File: config.mk
export PLATFORM = sky130hd
export DESIGN_NAME = sdram_cmd_tracker
export DESIGN_NICKNAME = d
export VERILOG_FILES = /design/src/rtl/sdram_trk_pkg.sv /design/src/rtl/sdram_cmd_decode.sv /design/src/rtl/sdram_burst_track.sv /design/src/rtl/sdram_bank_slot.sv /design/src/rtl/sdram_cmd_tracker.sv
export SDC_FILE = /design/constraint.sdc
export NUM_CORES = 1
export LEC_CHECK = 0
export BUFFER_PORTS_ARGS = -buffer_cell sky130_fd_sc_hd__buf_2
export CORE_MARGIN = 1.5
export CORE_UTILIZATION = 45
export CTS_CLUSTER_DIAMETER = 80
export CTS_CLUSTER_SIZE = 12
export DETAILED_ROUTE_END_ITERATION = 7
export PLACE_DENSITY_LB_ADDON = 0.12
export SLEW_MARGIN = 0
export SYNTH_ARGS = -nofsm -noshare
export SYNTH_HDL_FRONTEND = slang
export SYNTH_SLANG_ARGS = --single-unit
File: constraint.sdc
create_clock -name clk -period 4.3 [get_ports clk]
set_input_delay 0.43 -clock clk [delete_from_list [all_inputs] [get_ports clk]]
set_output_delay 0.43 -clock clk [all_outputs]
set_load 0.1 [all_outputs]
File: src/rtl/sdram_trk_pkg.sv
package sdram_trk_pkg;
  typedef enum logic [2:0] {
    CMD_IDLE  = 3'd0,
    CMD_ACT   = 3'd1,
    CMD_RD    = 3'd2,
    CMD_WR    = 3'd3,
    CMD_PRE   = 3'd4,
    CMD_BST   = 3'd5,
    CMD_OTHER = 3'd6
  } cmd_e;
endpackage

File: src/rtl/sdram_cmd_decode.sv
module sdram_cmd_decode
  import sdram_trk_pkg::*;
(
  input  logic cs_n,
  input  logic ras_n,
  input  logic cas_n,
  input  logic we_n,
  output cmd_e cmd
);
  always_comb begin
    if (cs_n) begin
      cmd = CMD_IDLE;
    end else begin
      unique case ({ras_n, cas_n, we_n})
        3'b111:  cmd = CMD_IDLE;
        3'b011:  cmd = CMD_ACT;
        3'b101:  cmd = CMD_RD;
        3'b100:  cmd = CMD_WR;
        3'b010:  cmd = CMD_PRE;
        3'b110:  cmd = CMD_BST;
        default: cmd = CMD_OTHER;
      endcase
    end
  end
endmodule

File: src/rtl/sdram_burst_track.sv
module sdram_burst_track
  import sdram_trk_pkg::*;
#(
  parameter int NUM_BANKS = 4,
  parameter int BURST_LEN = 4,
  parameter int CAS_LAT   = 2,
  parameter int T_DPL     = 2
) (
  input  logic                         clk,
  input  logic                         rst_n,
  input  cmd_e                         cmd,
  input  logic [$clog2(NUM_BANKS)-1:0] ba,
  input  logic                         a10,
  input  logic [NUM_BANKS-1:0]         bank_open,
  output logic                         pre_early,
  output logic                         wr_bad,
  output logic                         ap_fire,
  output logic [$clog2(NUM_BANKS)-1:0] ap_bank
);
  localparam int BA_W   = $clog2(NUM_BANKS);
  localparam int WR_WIN = BURST_LEN - 1 + T_DPL;
  localparam int RD_WIN = (BURST_LEN > CAS_LAT) ? BURST_LEN - CAS_LAT : 0;
  localparam int AW     = $clog2(WR_WIN + 2);

  logic            live_q, wr_q, ap_q;
  logic [BA_W-1:0] bank_q;
  logic [AW-1:0]   age_q, win_q;

  logic is_pre, is_bst, is_rd, is_wr, wr_ok, col_new, in_win, pre_on_burst, expired;

  assign is_pre  = (cmd == CMD_PRE);
  assign is_bst  = (cmd == CMD_BST);
  assign is_rd   = (cmd == CMD_RD);
  assign is_wr   = (cmd == CMD_WR);
  assign wr_bad  = is_wr && !bank_open[ba];
  assign wr_ok   = is_wr && bank_open[ba];
  assign col_new = is_rd || wr_ok;

  assign expired      = age_q >= win_q;
  assign in_win       = live_q && !expired;
  assign pre_on_burst = is_pre && (a10 || (ba == bank_q));
  assign pre_early    = in_win && pre_on_burst;
  assign ap_fire      = live_q && wr_q && ap_q &&
                        (expired || is_pre || is_bst || (col_new && (ba != bank_q)));
  assign ap_bank      = bank_q;

  always_ff @(posedge clk) begin
    if (!rst_n) begin
      live_q <= 1'b0;
      wr_q   <= 1'b0;
      ap_q   <= 1'b0;
      bank_q <= '0;
      age_q  <= '0;
      win_q  <= '0;
    end else if (col_new) begin
      live_q <= 1'b1;
      wr_q   <= is_wr;
      ap_q   <= is_wr && a10;
      bank_q <= ba;
      age_q  <= AW'(1);
      win_q  <= is_wr ? AW'(WR_WIN) : AW'(RD_WIN);
    end else if (live_q && (expired || is_bst || pre_on_burst || ap_fire)) begin
      live_q <= 1'b0;
    end else if (live_q) begin
      age_q <= age_q + 1'b1;
    end
  end


  age_in_window_chk: assert property (@(posedge clk) disable iff (!rst_n)
    (live_q && win_q != '0) |-> (age_q <= win_q));


  burst_start_age_chk: assert property (@(posedge clk) disable iff (!rst_n)
    col_new |=> (live_q && age_q == AW'(1)));
endmodule

File: src/rtl/sdram_bank_slot.sv
module sdram_bank_slot #(
  parameter int T_RP = 3
) (
  input  logic clk,
  input  logic rst_n,
  input  logic act_hit,
  input  logic close_req,
  output logic open_o,
  output logic act_bad_o
);
  localparam int            CW     = $clog2(T_RP + 1);
  localparam logic [CW-1:0] RELOAD = CW'(T_RP - 1);

  logic          open_q, act_bad_q;
  logic [CW-1:0] cnt_q;
  logic          busy, act_bad, closing;

  assign busy    = (cnt_q != '0);
  assign act_bad = act_hit && (open_q || busy);
  assign closing = close_req && open_q;

  always_ff @(posedge clk) begin
    if (!rst_n) begin
      open_q    <= 1'b0;
      cnt_q     <= '0;
      act_bad_q <= 1'b0;
    end else begin
      act_bad_q <= act_bad;
      if (closing) begin
        open_q <= 1'b0;
        cnt_q  <= RELOAD;
      end else begin
        if (act_hit && !act_bad) open_q <= 1'b1;
        if (busy) cnt_q <= cnt_q - 1'b1;
      end
    end
  end

  assign open_o    = open_q;
  assign act_bad_o = act_bad_q;


  open_timer_idle_chk: assert property (@(posedge clk) disable iff (!rst_n)
    open_q |-> (cnt_q == '0));


  close_loads_timer_chk: assert property (@(posedge clk) disable iff (!rst_n)
    $fell(open_q) |-> (cnt_q == RELOAD));


  refused_act_chk: assert property (@(posedge clk) disable iff (!rst_n)
    act_bad_q |-> !$rose(open_q));
endmodule

File: src/rtl/sdram_cmd_tracker.sv
module sdram_cmd_tracker
  import sdram_trk_pkg::*;
#(
  parameter int NUM_BANKS = 4,
  parameter int BURST_LEN = 4,
  parameter int CAS_LAT   = 2,
  parameter int T_RP      = 3,
  parameter int T_DPL     = 2
) (
  input  logic                         clk,
  input  logic                         rst_n,
  input  logic                         cs_n,
  input  logic                         ras_n,
  input  logic                         cas_n,
  input  logic                         we_n,
  input  logic [$clog2(NUM_BANKS)-1:0] ba,
  input  logic                         a10,
  output logic [2:0]                   cmd_o,
  output logic [NUM_BANKS-1:0]         bank_open_o,
  output logic                         act_viol_o,
  output logic                         pre_viol_o,
  output logic                         wr_viol_o
);
  localparam int BA_W = $clog2(NUM_BANKS);

  cmd_e                 dec_cmd, cmd_q;
  logic [NUM_BANKS-1:0] open_vec, act_bad_vec;
  logic                 pre_early, wr_bad, ap_fire;
  logic [BA_W-1:0]      ap_bank;
  logic                 pre_viol_q, wr_viol_q;

  sdram_cmd_decode u_dec (
    .cs_n (cs_n),
    .ras_n(ras_n),
    .cas_n(cas_n),
    .we_n (we_n),
    .cmd  (dec_cmd)
  );

  sdram_burst_track #(
    .NUM_BANKS(NUM_BANKS),
    .BURST_LEN(BURST_LEN),
    .CAS_LAT  (CAS_LAT),
    .T_DPL    (T_DPL)
  ) u_brst (
    .clk      (clk),
    .rst_n    (rst_n),
    .cmd      (dec_cmd),
    .ba       (ba),
    .a10      (a10),
    .bank_open(open_vec),
    .pre_early(pre_early),
    .wr_bad   (wr_bad),
    .ap_fire  (ap_fire),
    .ap_bank  (ap_bank)
  );

  for (genvar g = 0; g < NUM_BANKS; g++) begin : g_bank
    logic act_hit, close_req;
    assign act_hit   = (dec_cmd == CMD_ACT) && (ba == BA_W'(g));
    assign close_req = ((dec_cmd == CMD_PRE) && (a10 || (ba == BA_W'(g)))) ||
                       (ap_fire && (ap_bank == BA_W'(g)));
    sdram_bank_slot #(.T_RP(T_RP)) u_slot (
      .clk      (clk),
      .rst_n    (rst_n),
      .act_hit  (act_hit),
      .close_req(close_req),
      .open_o   (open_vec[g]),
      .act_bad_o(act_bad_vec[g])
    );
  end

  always_ff @(posedge clk) begin
    if (!rst_n) begin
      cmd_q      <= CMD_IDLE;
      pre_viol_q <= 1'b0;
      wr_viol_q  <= 1'b0;
    end else begin
      cmd_q      <= dec_cmd;
      pre_viol_q <= pre_early;
      wr_viol_q  <= wr_bad;
    end
  end

  assign cmd_o       = cmd_q;
  assign bank_open_o = open_vec;
  assign act_viol_o  = |act_bad_vec;
  assign pre_viol_o  = pre_viol_q;
  assign wr_viol_o   = wr_viol_q;


  deselect_idle_chk: assert property (@(posedge clk) disable iff (!rst_n)
    $past(cs_n) |-> (cmd_o == 3'd0));


  viol_exclusive_chk: assert property (@(posedge clk) disable iff (!rst_n)
    $countones({act_viol_o, pre_viol_o, wr_viol_o}) <= 1);
endmodule

==> results_dict.tcl, run 1 <==
set metrics [dict create \
    fmax_mhz 534 \
    cts_sinks 30 \
    synth_fa_ha_area_share_pct 3.19 \
    synth_common_cells "dfxtp_1 (30), a21oi_1 (16), nor2_1 (16), nand3_1 (11), nand2_1 (10)" \
    endpoint_kind "output pin" \
    cts.path.max_buffers 2 \
    cts_root_buf "clkbuf_4" \
    hpwl_um 2440 \
    ys_async_sr_fraction_pct 0 \
    drt_iter0_markers 96 \
    postCtsHoldBufs 0 \
    area_delta_synth_final_pct 8.70 \
    cp_max_fo 1 \
    synthMuxAreaShare_pct 4.63 \
    nets 199 \
    stdcell_area_um2 1700 \
    pin_count 19 \
    setup.worst_path.class "reg -> out" \
    cts_tree "done" \
    finClkSkew_ns 0.00827 \
    path_clk_slew_ns 0.10 \
    min_path_type "in -> reg" \
    worstPathArrival_ns 1.44 \
    drive_gt1_share_pct 18.7 \
    cp_slowest_stage_delay_ns 0.50 \
    num_rows 21 \
    cap_violations 0 \
    yosys.cell_count.top_type "dfxtp_1" \
    cp_top_family "simple AND/OR/NAND/NOR gates" \
    synth_simple_gate_area_share_pct 22.6 \
    finalHoldViolCount 0 \
    synthXorXnorAreaFrac_pct 1.12 \
    synth_area_leader_cell "dfxtp_1" \
    ys_ff_latch 30 \
    fp.dieH_um 62.0 \
    syn_area_per_cell_um2 9.01 \
    via_per_inst 5.64 \
    route.vias.total 1314 \
    wl_per_cell_um 14.8 \
    finalSetupTns_ns 0 \
    synthDistinctLibCells 45 \
    drv_slew 0 \
    clkLatencyLatePin_ns 0.33 \
    ys.flop_type "dfxtp_1" \
    post-cts-setup-buffers 0 \
    crit_chain "or4_1, buf_2" \
    ctsResizeCount 0 \
    place_congestion 0.767 \
    yosys.area.top_type_share_pct 38.3 \
    ys_warn_count 0 \
    grt_first_pass_wirelength_um 5490 \
    numPortBuffers 18 \
    setup_violations 0 \
    htreeDepth 2 \
    drc_errors 0 \
    wirelength_um 3450 \
    core_um2 3340 \
    finalNonFillerCells 233 \
    grt_pass1_vias 1157 \
    ys_top_cells_by_area "dfxtp_1 (38%), a21oi_1 (5.1%), nor2_1 (3.8%), nand3_1 (3.5%), ha_1 (3.2%)" \
    power.static_leakage_nw 0.707 \
    min_period_ns 1.87 \
    grt_max_degree 23 \
    fp.dieArea_um2 3850 \
    synth-edff-count 0 \
    cp-start-kind "flip-flop" \
    period_share_pct 43.5 \
    tightest_slew_ns 0.939 \
    antenna_found_initial 0 \
    worstPathRequired_ns 3.87 \
    start_util_pct 47.0 \
    synth_compound_area_share_pct 23.1 \
    diodes 0 \
    die_w_um 62.0 \
    cts_made_buffers 5 \
    rsz0062_at_grt "false" \
    placed_cells 225 \
    p_per_area_nw_per_um2 328 \
    dpl_cell_area_um2 1630 \
    drt_pass1_iterations 4 \
    cp_num_buf_inv 1 \
    critPathSlowestCell "or4_1" \
    syn_inst 174 \
    synth_area_um2 1570 \
    syn_nets 187 \
    vdd_ir_drop_max_v 0.000191 \
    status "completed" \
    drtAntennaViolNets 0 \
    grt_use_total_pct 19.9 \
    synth_top_family_by_area "compound AO/OA/AOI/OAI gates" \
    ys_seq_area_share_pct 38.3 \
    relSlewSlack_pct 36.5 \
    finalPower_w 0.000559 \
    grt_overflow 0 \
]
==> per-layer routing <==
metal  routed length, um  vias to the layer above  track usage (%)
met5                   0                        -                0
met4                  44                        0             6.69
met3                 198                        5             6.21
met2                1540                       34             29.3
met1                1660                      611             27.6
li1                    -                      664                -
==> report_power, final <==
part           total [W]  switching, W  internal [W]
clock           0.000221      0.000100      0.000120
sequential      0.000284    0.00000266      0.000281
combinational  0.0000549     0.0000401     0.0000148
total           0.000559      0.000143      0.000416
==> cells in the final DEF (no fill, tap or decap), drive strengths merged, types with 2 or more instances in the layout <==
| cell type | count |
|---|---|
| dfxtp | 30 |
| buf | 18 |
| a21oi | 16 |
| nor2 | 16 |
| nand3 | 11 |
| nand2 | 10 |
| a31o | 7 |
| inv | 6 |
| mux2i | 5 |
| o211ai | 5 |
| clkbuf | 5 |
| nor2b | 4 |
| o21ai | 4 |
| nand4b | 4 |
| ha | 4 |
| nor3b | 3 |
| a211oi | 3 |
| o31ai | 3 |
| nand3b | 2 |
| and2 | 2 |
| and3 | 2 |
| xor2 | 2 |
| a21o | 2 |
| nor3 | 2 |
| a32oi | 2 |
| clkinv | 2 |
| or3b | 2 |
==> flip-flops by register name (all words and copies together), names as in the netlist <==
signal	cells
cmd_o	3
u_brst.age_q	3
u_brst.win_q	2
u_brst.live_q	1
g_bank.u_slot.open_o	4
g_bank.u_slot.cnt_q	8
wr_viol_o	1
pre_viol_o	1
g_bank.u_slot.act_bad_o	4
u_brst.ap_bank	2
u_brst.ap_q	1
==> metrics by stage <==
stage               utilization [%]  setup slack [ns]  hold slack (ns)
finish                         51.1              2.43            0.361
global placement               48.7              2.26            0.478
floorplan                         -              2.52            0.459
CTS                            51.1              2.42            0.350
global route                   51.1              2.30            0.357
detailed placement             48.7              2.18            0.483
==> worst paths after layout <==
kind | slack, ns | end | cells after the start | startpoint
worst min register to register | 0.50 | u_brst.age_q[2]$_SDFFE_PP0P_ | 2 | u_brst.age_q[2]$_SDFFE_PP0P_
worst max-delay path | 2.43 | act_viol_o | 2 | g_bank[1].u_slot.act_bad_o$_SDFF_PN0_
worst max register to register | 2.45 | u_brst.age_q[2]$_SDFFE_PP0P_ | 6 | u_brst.win_q[0]$_SDFFE_PN0P_
worst min-delay path | 0.36 | cmd_o[1]$_SDFF_PN0_ | 2 | cas_n
==> final cells by class <==
class	instances	area (um2)
sequential	30	601
multi-input combinational	125	856
fill	337	1630
inverter	6	22.5
clock buffer	5	37.5
tap	46	57.6
timing repair buffer	18	90.1
clock inverter	3	40.0
==> kinds of logic after synthesis <==
family / after synthesis
simple gates: 64
mux: 6
compound gates: 49
flops: 30
xor+xnor: 2
buf+inv: 19
fa+ha+maj: 4
(Power assumes the default switching activity.)
==> run 2, diff against run 1 <==
Settings changed: ABC_AREA set to 1.
Clock period 4.3 ns to 1.6 ns, I/O delays scaled along.
==> run 2 against run 1 <==
  * Critical path depth grew 8
  * Core utilization grew 9.2 points
  * Die area shrank 2.1%
  * Clock power grew 120%
  * Combinational power grew to 3.7 times the previous value
  * Non-clock buffer count grew 17
  * Register-to-register slack lost 2.4 ns
  * Area after synthesis shrank 2.2%
  * Worst hold slack lost 0.33 ns
==> results_dict.tcl, run 2 <==
set metrics [dict create \
    status "completed" \
    crit_chain "inv_2, ha_4, a21oi_2, nand3_2, nor2_2, nand2_2, nor2_4, nand2_2, nand2_2, a21oi_2" \
    hpwl_um 2320 \
    ys_warn_count 0 \
    ys_seq_area_share_pct 39.2 \
    setup.worst_path.class "reg -> reg" \
    rsz0062_at_grt "true" \
    grt_pass1_vias 1214 \
    cp-startpoint "u_brst.win_q[0]$_SDFFE_PN0P_" \
    cp_num_buf_inv 1 \
    ys_async_sr_fraction_pct 0 \
    synth_area_leader_cell "dfxtp_1" \
    start_util_pct 46.3 \
    path_clk_slew_ns 0.09 \
    min_path_type "in -> reg" \
    cts_tree "done" \
    cts.path.max_buffers 2 \
    top_register "g_bank.u_slot.cnt_q" \
    worstPathArrival_ns 1.83 \
    cap_violations 0 \
    wirelength_um 3300 \
    die_w_um 61.4 \
    grt_use_total_pct 19.8 \
    htreeDepth 2 \
    cp-start-kind "flip-flop" \
    fmax_mhz 627 \
    route.vias.total 1374 \
    cp-endpoint "u_brst.age_q[2]$_SDFFE_PP0P_" \
    pin_count 19 \
    setup_violations 0 \
    drc_errors 0 \
    drive_gt1_share_pct 40.9 \
    wl_per_cell_um 11.3 \
    grt_max_degree 12 \
    core_um2 3310 \
    yosys.cell_count.top_type "nand2_1" \
    power.static_leakage_nw 0.862 \
    ys_ff_latch 30 \
    drtAntennaViolNets 0 \
    cp.depth 10 \
    tightest_slew_ns 0.483 \
    critPathSlowestCell "dfxtp_2" \
    finalHoldViolCount 0 \
    synth_area_um2 1530 \
    min_period_ns 1.59 \
    synth-edff-count 0 \
    cts_root_buf "clkbuf_4" \
    yosys.area.top_type_share_pct 39.2 \
    cp_max_fo 5 \
    rr_endpoint "u_brst.age_q[2]$_SDFFE_PP0P_" \
    dpl_cell_area_um2 1760 \
    syn_area_per_cell_um2 7.27 \
    fp.dieArea_um2 3770 \
    utilization_pct 60.3 \
    layout_commonest_cell "nand2_1" \
    clkLatencyLatePin_ns 0.34 \
    cp_slowest_stage_delay_ns 0.35 \
    finClkSkew_ns 0.00791 \
    drv_slew 0 \
    numPortBuffers 18 \
    cp_top_family "simple AND/OR/NAND/NOR gates" \
    cts_made_buffers 5 \
    num_rows 21 \
    largest_reg_flops 8 \
    grt_first_pass_wirelength_um 5420 \
    cpMostUsedCell "nand2_2" \
    antenna_found_initial 0 \
    syn_inst 211 \
    area_delta_synth_final_pct 30.1 \
    drt_pass1_iterations 4 \
    reg2reg_slack_ns 0.006 \
    worstPathRequired_ns 1.84 \
    cts_sinks 30 \
    diodes 0 \
    worstRegToRegCells 10 \
    ys.flop_type "dfxtp_1" \
    fp.dieH_um 61.4 \
    stdcell_area_um2 2000 \
    drt_iter0_markers 49 \
    synthDistinctLibCells 31 \
    grt_overflow 0 \
    via_per_inst 4.69 \
    vdd_ir_drop_max_v 0.000446 \
    most-common-layout-cells "nand2_1 (38), inv_1 (28), dfxtp_1 (27), nor2_1 (19), nand2_2 (18)" \
    synth_common_cells "nand2_1 (53), dfxtp_1 (30), inv_1 (29), nor2_1 (20), nand3_1 (12)" \
    timing.rr.start "u_brst.win_q[0]$_SDFFE_PN0P_" \
    endpoint_kind "flip-flop" \
    relSlewSlack_pct 68.0 \
    syn_nets 224 \
    p_per_area_nw_per_um2 730 \
    place_congestion 0.771 \
    nets 259 \
    ys_top_cells_by_area "dfxtp_1 (39%), nand2_1 (13%), inv_1 (7.1%), nor2_1 (4.9%), nand3_1 (3.9%)" \
    period_share_pct 99.7 \
]
run 2: worst min path at each step:
stage	from	end	slack [ns]	cells after the start
detailed placement	a10	u_brst.ap_q$_SDFFE_PN0P_	0.38	3
CTS	cs_n	cmd_o[0]$_SDFF_PN0_	0.02	2
finish	cs_n	cmd_o[0]$_SDFF_PN0_	0.03	2
global placement	a10	u_brst.ap_q$_SDFFE_PN0P_	0.39	3
floorplan	cs_n	cmd_o[1]$_SDFF_PN0_	0.24	1
global route	cs_n	cmd_o[1]$_SDFF_PN0_	0.02	2
run 2: worst register-to-register path: stages, from the launching register on:
cell     delay [ns]
dfxtp_2        0.35
inv_2          0.05
ha_4           0.22
a21oi_2        0.13
nand3_2        0.11
nor2_2         0.15
nand2_2        0.08
nor2_4         0.15
nand2_2        0.12
nand2_2        0.09
a21oi_2        0.04
run 2: metal layers:
layer  global-route usage, %  vias to the layer above  routed length (um)
li1                        -                      745                   -
met3                    6.72                        6                 135
met1                    28.0                      606                1680
met2                    28.6                       17                1440
met4                    6.38                        0                  50
met5                       0                        -                   0
run 2: cell type report:
| class | count | area (um2) |
|---|---|---|
| fill | 322 | 1320 |
| sequential | 30 | 604 |
| tap | 46 | 57.6 |
| timing repair buffer | 35 | 233 |
| inverter | 33 | 126 |
| clock buffer | 6 | 51.3 |
| clock inverter | 2 | 12.5 |
| multi-input combinational | 141 | 911 |
run 2: through the flow:
stage,total power [W],setup slack (ns),std cells,hold slack (ns),setup TNS (ns)
floorplan,0.000913,0.0117,211,0.237,0
global placement,0.000966,-0.0720,283,0.386,-0.450
detailed placement,0.000965,-0.108,283,0.384,-1.07
CTS,0.00146,0.00656,291,0.0200,0
global route,0.00153,-0.118,293,0.0169,-0.671
finish,0.00146,0.00560,293,0.0324,0
run 2: repair_timing:
item                       4_1_cts  5_1_grt
setup buffers                    0        2
hold buffers                     0        0
gates resized for setup         13       27
setup endpoints to repair       17       17
pin swaps                        6        8
run 2: kinds of logic after synthesis:
family / share of synthesized area, %
XOR/XNOR: 0.571
buffers and inverters: 11.5
adder cells (fa/ha/maj): 3.26
AO/OA/AOI/OAI: 11.8
flip-flops: 39.2
AND/OR/NAND/NOR: 33.7
run 2: report_power, final:
group | leakage (nW) | switching (W) | internal, W | total [W]
clock | 0.0343 | 0.000278 | 0.000211 | 0.000489
combinational | 0.583 | 0.000139 | 0.0000629 | 0.000202
sequential | 0.244 | 0.00000699 | 0.000758 | 0.000765
total | 0.862 | 0.000424 | 0.00103 | 0.00146
==> run 3, diff against run 2 <==
Settings changed: PLACE_DENSITY set to 0.67, PLACE_DENSITY_LB_ADDON 0.12 to unset.
==> run 3 against run 2 <==
  * The run now ends with negative setup slack left
  * Sequential power hardly changed
  * Count of clock-buffer cells in the layout stayed put
  * Clock power is 27% higher
  * Critical endpoint is now u_brst.age_q[0]$_SDFFE_PN0P_
  * Highest routed layer unchanged
==> results_dict.tcl, run 3 (same netlist as run 2, synthesis figures left out) <==
set metrics [dict create \
    relSlewSlack_pct 65.4 \
    largest_reg_flops 8 \
    min_period_ns 1.60 \
    crit_chain "buf_4, ha_4, nand3_2, nand3_4, nor2_4, nand2_2, nor2_4, a21oi_2, nor2_1, nor2_1" \
    top_register "g_bank.u_slot.cnt_q" \
    status "finished with violations" \
    die_w_um 61.4 \
    hpwl_um 2310 \
    finalSetupTns_ns -0.00449 \
    worstRegToRegCells 10 \
    core_um2 3310 \
    start_util_pct 46.3 \
    min_path_type "in -> reg" \
    cp_top_family "simple AND/OR/NAND/NOR gates" \
    multi_input_area_um2 908 \
    htreeDepth 2 \
    rsz0062_at_grt "true" \
    register_area_um2 609 \
    grt_use_total_pct 19.8 \
    critPathSlowestCell "dfxtp_2" \
    drtAntennaViolNets 0 \
    drv_slew 0 \
    cp_max_fo 5 \
    grt_first_pass_wirelength_um 5400 \
    numPortBuffers 18 \
    power.static_leakage_nw 0.843 \
    grt_pass1_vias 1212 \
    most-common-layout-cells "nand2_1 (44), inv_1 (28), dfxtp_1 (23), nor2_1 (18), buf_2 (17)" \
    cts_made_buffers 5 \
    period_share_pct 100 \
    clkLatencyLatePin_ns 0.34 \
    cap_violations 0 \
    pin_count 19 \
    cts.path.max_buffers 2 \
    holdPathStages 2 \
    worstPathArrival_ns 1.82 \
    grt_max_degree 14 \
    num_rows 21 \
    cp_num_buf_inv 1 \
    drt_pass1_iterations 4 \
    cts_root_buf "clkbuf_4" \
    setup_ws_ns -0.00449 \
    via_per_inst 4.81 \
    finalHoldViolCount 0 \
    wirelength_um 3350 \
    setup.worst_path.class "reg -> reg" \
    fmax_mhz 623 \
    area_delta_synth_final_pct 28.6 \
    drc_errors 0 \
    endpoint_kind "flip-flop" \
    vdd_ir_drop_max_v 0.000545 \
    cts_sinks 30 \
    grt_overflow 0 \
    diodes 0 \
    place_congestion 0.797 \
    fp.dieArea_um2 3770 \
    setup_violations 1 \
    violations "negative setup slack" \
    drt_iter0_markers 40 \
    cp.depth 10 \
    wl_per_cell_um 11.6 \
    tightest_slew_ns 0.518 \
    p_per_area_nw_per_um2 806 \
    path_clk_slew_ns 0.10 \
    fillers 319 \
    route.vias.total 1386 \
    fp.dieH_um 61.4 \
    hold_ws_ns 0.0339 \
    nets 255 \
    utilization_pct 59.6 \
    layout_commonest_cell "nand2_1" \
    finClkSkew_ns 0.0137 \
    cp-start-kind "flip-flop" \
    antenna_found_initial 0 \
    cts_tree "done" \
    drive_gt1_share_pct 38.4 \
    postCtsHoldBufs 0 \
    cp_slowest_stage_delay_ns 0.34 \
    worstPathRequired_ns 1.82 \
]
-- run 3: metal layers --
layer	vias up	GRT usage, %	share of wire (%)
met3	5	5.88	4.4
met4	0	8.21	1.1
li1	732	-	-
met2	30	29.9	47
met5	-	0	0
met1	619	26.6	48
-- run 3: power breakdown --
group	switching, W	internal (W)
registers	0.00000738	0.000758
clock network	0.000260	0.000364
logic	0.000142	0.0000591
-- run 3: area by class of cell --
cell class                      count  area share (%)
Multi-Input combinational cell    141            46.0
Sequential cell                    30            30.9
Timing Repair Buffer               31            9.64
Inverter                           33            6.40
Tap cell                           46            2.92
Clock buffer                        6            2.60
Clock inverter                      1            1.52
-- run 3: per-stage QoR --
stage,total power (W),setup slack [ns],cell area (um2),std cells
CTS,0.00159,0.00767,1900,288
global placement,0.000961,-0.0716,1730,280
floorplan,0.000913,0.0117,1550,211
global route,0.00165,-0.101,1970,288
detailed placement,0.000962,-0.102,1730,280
finish,0.00159,-0.00449,1970,288
-- run 3: final timing paths --
check | end | start | slack [ns]
max | u_brst.age_q[0]$_SDFFE_PN0P_ | u_brst.win_q[0]$_SDFFE_PN0P_ | -0.004
min | cmd_o[1]$_SDFF_PN0_ | cs_n | 0.03
max reg2reg | u_brst.age_q[0]$_SDFFE_PN0P_ | u_brst.win_q[0]$_SDFFE_PN0P_ | -0.004
min reg2reg | g_bank[3].u_slot.cnt_q[0]$_SDFFE_PP0P_ | g_bank[3].u_slot.cnt_q[1]$_SDFFE_PN0P_ | 0.45
-- run 3: worst reg2reg max path: cells and delay by family (launching register included) --
family,cells,cell delay (ns)
flip-flops,1,0.34
AND/OR/NAND/NOR,7,0.72
buffers and inverters,1,0.15
AO/OA/AOI/OAI,1,0.09
adder cells (fa/ha/maj),1,0.22
-- run 3: timing repair --
item                       in CTS  in global routing
setup endpoints to repair      17                 17
pin swaps                       5                  8
setup buffers                   1                  0
gates resized for setup        15                 22
